<file path="config.mk">
export PLATFORM = sky130hd
export DESIGN_NAME = sc_char_rx
export DESIGN_NICKNAME = d
export VERILOG_FILES = /design/src/rtl/sc_rx_pkg.sv /design/src/rtl/sc_rx_sync.sv /design/src/rtl/sc_rx_etu.sv /design/src/rtl/sc_rx_frame.sv /design/src/rtl/sc_char_rx.sv
export SDC_FILE = /design/constraint.sdc
export NUM_CORES = 1
export LEC_CHECK = 0
export BUFFER_PORTS_ARGS = -buffer_cell sky130_fd_sc_hd__buf_2
export CAP_MARGIN = 5
export CORE_ASPECT_RATIO = 2
export CORE_UTILIZATION = 45
export DETAILED_ROUTE_END_ITERATION = 8
export HOLD_SLACK_MARGIN = 0.02
export REMOVE_ABC_BUFFERS = 1
export SETUP_SLACK_MARGIN = 0.15
export SYNTH_ARGS = -nofsm -noshare
export SYNTH_HDL_FRONTEND = slang
export SYNTH_SLANG_ARGS = --single-unit
</file>
<file path="constraint.sdc">
create_clock -name clk_i -period 7 [get_ports clk_i]
set_input_delay 1.4 -clock clk_i [delete_from_list [all_inputs] [get_ports clk_i]]
set_output_delay 1.4 -clock clk_i [all_outputs]
set_load 0.01 [all_outputs]
</file>
<file path="src/rtl/sc_rx_pkg.sv">
package sc_rx_pkg;
  typedef enum logic {ST_IDLE, ST_FRAME} rx_state_e;
  localparam int unsigned DATA_BITS = 8;
  localparam int unsigned IDX_W     = 4;
  // bit slot indices inside a frame (etu count from start edge)
  localparam logic [IDX_W-1:0] SLOT_START = 4'd0;
  localparam logic [IDX_W-1:0] SLOT_PAR   = 4'd9;
  localparam logic [IDX_W-1:0] SLOT_ERR   = 4'd10;
  localparam logic [IDX_W-1:0] SLOT_REL   = 4'd11;
  localparam logic [IDX_W-1:0] SLOT_DONE  = 4'd12;
endpackage

</file>
<file path="src/rtl/sc_rx_sync.sv">
module sc_rx_sync #(
  parameter int unsigned STAGES = 2
) (
  input  logic clk_i,
  input  logic rst_ni,
  input  logic d_i,
  output logic q_o
);
  logic [STAGES-1:0] ff_q;
  always_ff @(posedge clk_i or negedge rst_ni) begin
    if (!rst_ni) ff_q <= '1;
    else         ff_q <= {ff_q[STAGES-2:0], d_i};
  end
  assign q_o = ff_q[STAGES-1];
endmodule

</file>
<file path="src/rtl/sc_rx_etu.sv">
module sc_rx_etu #(
  parameter int unsigned ETU_W = 12
) (
  input  logic             clk_i,
  input  logic             rst_ni,
  input  logic             run_i,
  input  logic [ETU_W-1:0] div_i,
  output logic             mid_o,
  output logic             wrap_o
);
  logic [ETU_W-1:0] cnt_q;
  always_ff @(posedge clk_i or negedge rst_ni) begin
    if (!rst_ni)            cnt_q <= '0;
    else if (!run_i || wrap_o) cnt_q <= '0;
    else                    cnt_q <= cnt_q + 1'b1;
  end
  assign mid_o  = run_i && (cnt_q == (div_i >> 1));
  assign wrap_o = run_i && (cnt_q == div_i - 1'b1);
endmodule

</file>
<file path="src/rtl/sc_rx_frame.sv">
module sc_rx_frame
  import sc_rx_pkg::*;
(
  input  logic                 clk_i,
  input  logic                 rst_ni,
  input  logic                 io_s_i,
  input  logic                 mid_i,
  input  logic                 wrap_i,
  output logic                 run_o,
  output logic [DATA_BITS-1:0] data_o,
  output logic                 good_o,
  output logic                 bad_o,
  output logic                 oe_o
);
  rx_state_e            state_q;
  logic [IDX_W-1:0]     idx_q;
  logic [DATA_BITS-1:0] sh_q;
  logic                 err_q;

  always_ff @(posedge clk_i or negedge rst_ni) begin
    if (!rst_ni) begin
      state_q <= ST_IDLE;
      idx_q   <= '0;
      sh_q    <= '0;
      err_q   <= 1'b0;
      good_o  <= 1'b0;
      bad_o   <= 1'b0;
      oe_o    <= 1'b0;
    end else begin
      good_o <= 1'b0;
      bad_o  <= 1'b0;
      unique case (state_q)
        ST_IDLE: begin
          idx_q <= '0;
          if (!io_s_i) state_q <= ST_FRAME;
        end
        ST_FRAME: begin
          if (wrap_i) idx_q <= idx_q + 1'b1;
          if (mid_i) begin
            if (idx_q == SLOT_START) begin
              if (io_s_i) state_q <= ST_IDLE;  // glitch
            end else if (idx_q < SLOT_PAR) begin
              sh_q <= {io_s_i, sh_q[DATA_BITS-1:1]};
            end else if (idx_q == SLOT_PAR) begin
              err_q  <= ^{sh_q, io_s_i};
              good_o <= ~^{sh_q, io_s_i};
              bad_o  <= ^{sh_q, io_s_i};
            end else if (idx_q == SLOT_ERR) begin
              oe_o <= err_q;
            end else if (idx_q == SLOT_REL) begin
              oe_o <= 1'b0;
            end else if (idx_q == SLOT_DONE) begin
              state_q <= ST_IDLE;
            end
          end
        end
        default: state_q <= ST_IDLE;
      endcase
    end
  end

  assign run_o  = (state_q == ST_FRAME);
  assign data_o = sh_q;
endmodule

</file>
<file path="src/rtl/sc_char_rx.sv">
module sc_char_rx
  import sc_rx_pkg::*;
#(
  parameter int unsigned ETU_W = 12
) (
  input  logic             clk_i,
  input  logic             rst_ni,
  input  logic [ETU_W-1:0] etu_div_i,
  input  logic             rie_i,
  input  logic             io_i,
  output logic             io_oe_o,
  output logic [7:0]       rd_data_o,
  input  logic             rd_ack_i,
  input  logic             per_clr_i,
  input  logic             ovr_clr_i,
  output logic             rdf_o,
  output logic             per_o,
  output logic             ovr_o,
  output logic             rxi_o,
  output logic             eri_o
);
  logic                 io_s, run, mid, wrap, good_w, bad_w;
  logic [DATA_BITS-1:0] shifted;

  sc_rx_sync #(.STAGES(2)) i_sync (
    .clk_i, .rst_ni, .d_i(io_i), .q_o(io_s)
  );

  sc_rx_etu #(.ETU_W(ETU_W)) i_etu (
    .clk_i, .rst_ni, .run_i(run), .div_i(etu_div_i), .mid_o(mid), .wrap_o(wrap)
  );

  sc_rx_frame i_frame (
    .clk_i, .rst_ni, .io_s_i(io_s), .mid_i(mid), .wrap_i(wrap),
    .run_o(run), .data_o(shifted), .good_o(good_w), .bad_o(bad_w), .oe_o(io_oe_o)
  );

  always_ff @(posedge clk_i or negedge rst_ni) begin
    if (!rst_ni) begin
      rd_data_o <= '0;
      rdf_o     <= 1'b0;
      per_o     <= 1'b0;
      ovr_o     <= 1'b0;
    end else begin
      if (good_w) begin
        if (rdf_o && !rd_ack_i) ovr_o <= 1'b1;
        else begin
          rdf_o     <= 1'b1;
          rd_data_o <= shifted;
        end
      end else if (rd_ack_i) begin
        rdf_o <= 1'b0;
      end
      if (bad_w)          per_o <= 1'b1;
      else if (per_clr_i) per_o <= 1'b0;
      if (ovr_clr_i && !good_w) ovr_o <= 1'b0;
    end
  end

  assign rxi_o = rie_i & rdf_o;
  assign eri_o = rie_i & (per_o | ovr_o);
endmodule

</file>
* Yosys cells after proc, flatten, opt, wreduce, memory -nomap -nowiden *
Index checks and enable logic that the tools add are counted.

operators by class
  $lt $le $gt $ge = 1
  bitwise gates (word level) = 8
  $add $sub $neg = 3
  eq/ne operators = 8
  muxes and demuxes = 32
  reduce and logical (&&, ||, !) cells = 22

operator list
  cell                                                count
  two-way mux 1 bit                                   28
  == test 4 bit, second input constant                4
  adder 12 x 1 -> 12 bit, second input constant       1
  == test 12 x 11 -> 1 bit                            1
  == test 12 bit                                      1
  two-way mux 12 bit                                  1
  subtractor 12 x 1 -> 12 bit, second input constant  1
  nonzero test 2 bit                                  5
  XNOR reduction 9 bit                                1
  XOR reduction 9 bit                                 1
  case mux 4 bit (2 select lines)                     1
  AND reduction 2 bit                                 3
  AND reduction 6 bit                                 1
  NOT 1 bit                                           5
  AND reduction 5 bit                                 1
  adder 4 x 1 -> 4 bit, second input constant         1
  logical AND 1 bit                                   4
  zero test 4 bit                                     1
  less-than comparator 4 bit, second input constant   1
  two-way mux 4 bit                                   1
  != test 2 bit, second input constant                2
  AND reduction 4 bit                                 1
  zero test 1 bit                                     3
  AND 1 bit                                           2
  other kinds (3)                                     3

storage, ports and cells
  logic and storage cells = 87
  flip-flop bits (word level) = 42
  input bits = 19
  output and inout port bits = 14

* Logic depth before layout (Yosys ltp) *
  depth in word-level cells = 9
  depth in mapped cells = 10

* Hierarchy *
Synthesis repeated with hierarchy kept, for this count alone.

unflattened totals
  cells, all modules = 236
  area total of the unflattened synthesis = 2685.1 um2

by module, submodules not included
  module       cells each  times used  area each (um2)  seq. area each (um2)
  sc_rx_etu    133         1           1303.8           300.3
  sc_rx_frame  71          1           862.1            425.4
  sc_char_rx   30          1           466.7            275.3
  sc_rx_sync   2           1           52.6             52.6

* Least setup slack after synthesis *
OpenSTA, ideal clock, no wires.

  path type = input -> register
  start = input port etu_div_i[0]
  end = register i_frame.idx_q[3]
  cell stages on the path = 9
  library setup time = 0.077 ns
  buffers on the path = 1
  setup slack = 3.454 ns
  data arrival time = 3.469 ns
  data required time = 6.923 ns
  cell sequence = clkbuf_1 > inv_1 > ha_1 > nand2b_1 > or3_4 > a221oi_4 > nand4b_4 > or4_1 > a21oi_1

between the ends
  word-level cells in the longest chain between the ends = 4

ends and longest elaborated chain
  what                         line               text
  start, declared              sc_char_rx.sv:8    input logic [ETU_W-1:0] etu_div_i,
  subtractor 12 x 1 -> 12 bit  sc_rx_etu.sv:18    assign wrap_o = run_i && (cnt_q == div_i - 1'b1);
  == test 12 bit               sc_rx_etu.sv:18
  logical AND 1 bit            sc_rx_etu.sv:18
  != test 2 bit (no line)      n/a
  end signal, assigned         sc_rx_frame.sv:38  if (wrap_i) idx_q <= idx_q + 1'b1;
  end, declared                sc_rx_frame.sv:16  logic [IDX_W-1:0] idx_q;

Every way passes these cells.
A chain may end at the register's enable or synchronous reset.

* Worst setup path in the final report *
  start = input port etu_div_i[3]
  end = register i_etu.cnt_q[6]

between the ends
  word-level cells in the longest chain between the ends = 5

ends and longest elaborated chain
  what                         line             text
  subtractor 12 x 1 -> 12 bit  sc_rx_etu.sv:18
  == test 12 bit               sc_rx_etu.sv:18
  logical AND 1 bit            sc_rx_etu.sv:18
  logical OR 1 bit             sc_rx_etu.sv:14  else if (!run_i || wrap_o) cnt_q <= '0;
  two-way mux 12 bit           sc_rx_etu.sv:14
  end signal, assigned         sc_rx_etu.sv:15  else cnt_q <= cnt_q + 1'b1;
  end, declared                sc_rx_etu.sv:11  logic [ETU_W-1:0] cnt_q;

Every way passes these cells.

==> flow_summary.toml <==
[placed_design]
dp_hpwl_um = 4293
portBuffers = 32
gp_congestion = 0.9193

[outcome]
status = "finished, final reports clean"

[layout]
multi_input_area_um2 = 1400
drive_above_1_share = 0.2077
final_nets = 309
layout_commonest_cell = "dfrtp_1"
fillers = 516
area_delta_synth_final_pct = 10.12
layout_common_cells = "40 x dfrtp_1, 32 x buf_2, 31 x xnor2_1, 21 x nor2_1, 15 x inv_1"
layout.area.seq_um2 = 1054
diodes = 0

[logic_synthesis]
syn_avg_cell_area_um2 = 9.966
synth_edf_count = 0
ys_async_sr_fraction = 1.000
yosys_warnings = 0
seq_area_frac_synth = 0.4097
synth_cells = 258
synth_ff_type = "dfrtp_1"
syn_area_um2 = 2571
ys_ff_latch = 42
synth.distinct_cells = 48

[die]
dieArea_um2 = 6039
num_rows = 38
dieWidth_um = 55.45
core_area_um2 = 5468
die_h_um = 108.9
initial_utilization = 0.4703
io_pins = 33

[critical_path]
cp-end-kind = "flop"
crit_slowest_cell = "o21ai_1"
critPathLaunchType = "input port"
arrival_ps = 3810
critical_path.max_stage_delay_ps = 740
cp_cell_sequence = "buf_2, or4_4, nor4_1, o32ai_1, nand4b_4, o21ai_1, nor2_1"
crit_required_ps = 7140
critPathKind = "in -> reg"
critPathMaxFanout = 12

[detailed_routing]
num_vias = 1940
met3_length_um = 144
ant_nets = 0
first_iter_violations = 52
wire_per_inst_um = 15.95
vias_per_cell = 5.640
drc = 0
top_layer = "met4"
met2RoutedLength_um = 3153
first_pass_iters = 4
met1_length_um = 1954
routed_wl_um = 5486

[global_route]
grt_pass1_wl_um = 9335
grt.total_usage = 0.2003
first_global_vias = 1945
antenna_found_initial = 0
grt_overflow_total = 0
grt_max_degree = 43

[timing]
relSlewSlack = 0.3825
holdWs_ps = 370.2
fmax_mhz = 272.7
setup_viol = 0
setup_tns_ps = 0
min_period_ps = 3667
finalMaxSlewViolations = 0
max_slew.worst_pin.slew_ps = 926.2
hold_viol = 0
rsz0062_at_grt = "no"
fin_worst_skew_ps = 5.797
period_share = 0.5238

[clocking]
root_buffer = "clkbuf_8"
clk_latency_ps = 290
cts-htree-levels = 2
cts.sinks = 42
path_clk_slew_ps = 80
ctsHoldBuffers = 0
cts_tree = "done"
cts_buffers = 5
cts.repair.resized = 0
cts.path.max_buffers = 2
cts_setup_buffers = 0

[hold_path]
hold_path_class = "reg -> reg"

[power]
powerDensity_nw_per_um2 = 219.9
irDropWorstVdd_mv = 0.1730
p_leak_nw = 1.282

[job]
maxCapViolCount = 0
-- Yosys cell counts (2+ instances only) --
cell type	number	area, µm²
dfrtp_1	40	1001
xnor2_1	31	271.5
nor2_1	21	78.83
inv_1	15	56.30
nand4_1	13	81.33
clkbuf_1	12	45.04
mux2_2	12	135.1
xor2_1	12	105.1
nand2_1	11	41.29
a21oi_1	8	40.04
ha_1	7	87.58
or3_1	6	37.54
mux2_1	5	56.30
nand3_1	5	25.02
nor4_1	5	31.28
o21ai_0	5	25.02
or4_1	5	37.54
o21ai_1	4	20.02
and3_1	3	18.77
nand2b_1	3	18.77
nor3_1	3	15.01
nor3b_1	3	22.52
dfstp_2	2	52.55
o311ai_0	2	17.52
o31ai_1	2	15.01
-- per-stage QoR --
stage               setup slack, ps  area (µm²)  std cells  total power, mW  utilization
floorplan                      3604        2510        244           0.4244            -
global placement               3089        2745        336           0.4734       0.5021
detailed placement             2976        2745        336           0.4757       0.5021
CTS                            3301        2831        344           0.6301       0.5178
global route                   3120        2831        344           0.6641       0.5178
finish                         3333        2831        344           0.6225       0.5178
-- cells by family (layout without fill, tap and decap cells) --
logic type               Yosys count  in the layout  share of synthesized area
XOR/XNOR                          43             43                     0.1465
flip-flops                        42             42                     0.4097
multiplexers                      18             18                    0.07834
adder cells (fa/ha/maj)            7              7                    0.03406
AO/OA/AOI/OAI                     33             33                    0.09296
AND/OR/NAND/NOR                   86             86                     0.1927
buffers and inverters             29             55                    0.04574
-- area by class of cell --
cell class | count | area share
Timing Repair Buffer | 32 | 0.05656
Inverter | 15 | 0.01989
Tap cell | 60 | 0.02651
Sequential cell | 42 | 0.3721
Multi-Input combinational cell | 187 | 0.4945
Clock inverter | 2 | 0.004861
Clock buffer | 6 | 0.02563
-- worst max-delay path: cells and delay by family --
kind                   cells  cell delay, ps
AOI/OAI and AO/OA          2             900
buffers and inverters      1             160
and+or+nand+nor            4            1340
-- power by group --
group          internal, mW  switching, mW  leakage, nW  total [mW]
logic                0.0749         0.0873        0.678       0.162
registers             0.263         0.0452        0.559       0.308
clock network        0.0704         0.0815       0.0452       0.152
-- sequential cells by signal (all words and copies together) (netlist names) --
signal	cells
rd_data_o	8
i_frame.data_o	8
i_frame.bad_o	1
per_o	1
i_etu.cnt_q	12
rdf_o	1
i_frame.idx_q	4
i_sync.ff_q	2
ovr_o	1
i_frame.good_o	1
i_frame.oe_o	1
i_frame.err_q	1
i_frame.run_o	1
-- metal layers --
metal / vias to the layer above / track usage
li1: 951 / -
met1: 938 / 0.1936
met2: 40 / 0.3950
met3: 11 / 0.03321
met4: 0 / 0.1036
met5: - / 0
-- final timing paths --
| check | startpoint | endpoint | slack, ps | depth (start not counted) |
|---|---|---|---|---|
| setup reg to reg | i_etu.cnt_q[7]$_DFF_PN0_ | i_etu.cnt_q[6]$_DFF_PN0_ | 4430 | 6 |
| hold / removal | i_sync.ff_q[0]$_DFF_PN1_ | i_sync.ff_q[1]$_DFF_PN1_ | 370 | 0 |
| setup / recovery | etu_div_i[3] | i_etu.cnt_q[6]$_DFF_PN0_ | 3330 | 7 |
| max in group asynchronous | rst_ni | i_frame.idx_q[1]$_DFFE_PN0P_ | 5180 | 1 |
| min in group asynchronous | rst_ni | rd_data_o[6]$_DFFE_PN0P_ | 1250 | 1 |
| hold reg to reg | i_sync.ff_q[0]$_DFF_PN1_ | i_sync.ff_q[1]$_DFF_PN1_ | 370 | 0 |
(Power assumes the default switching activity.)
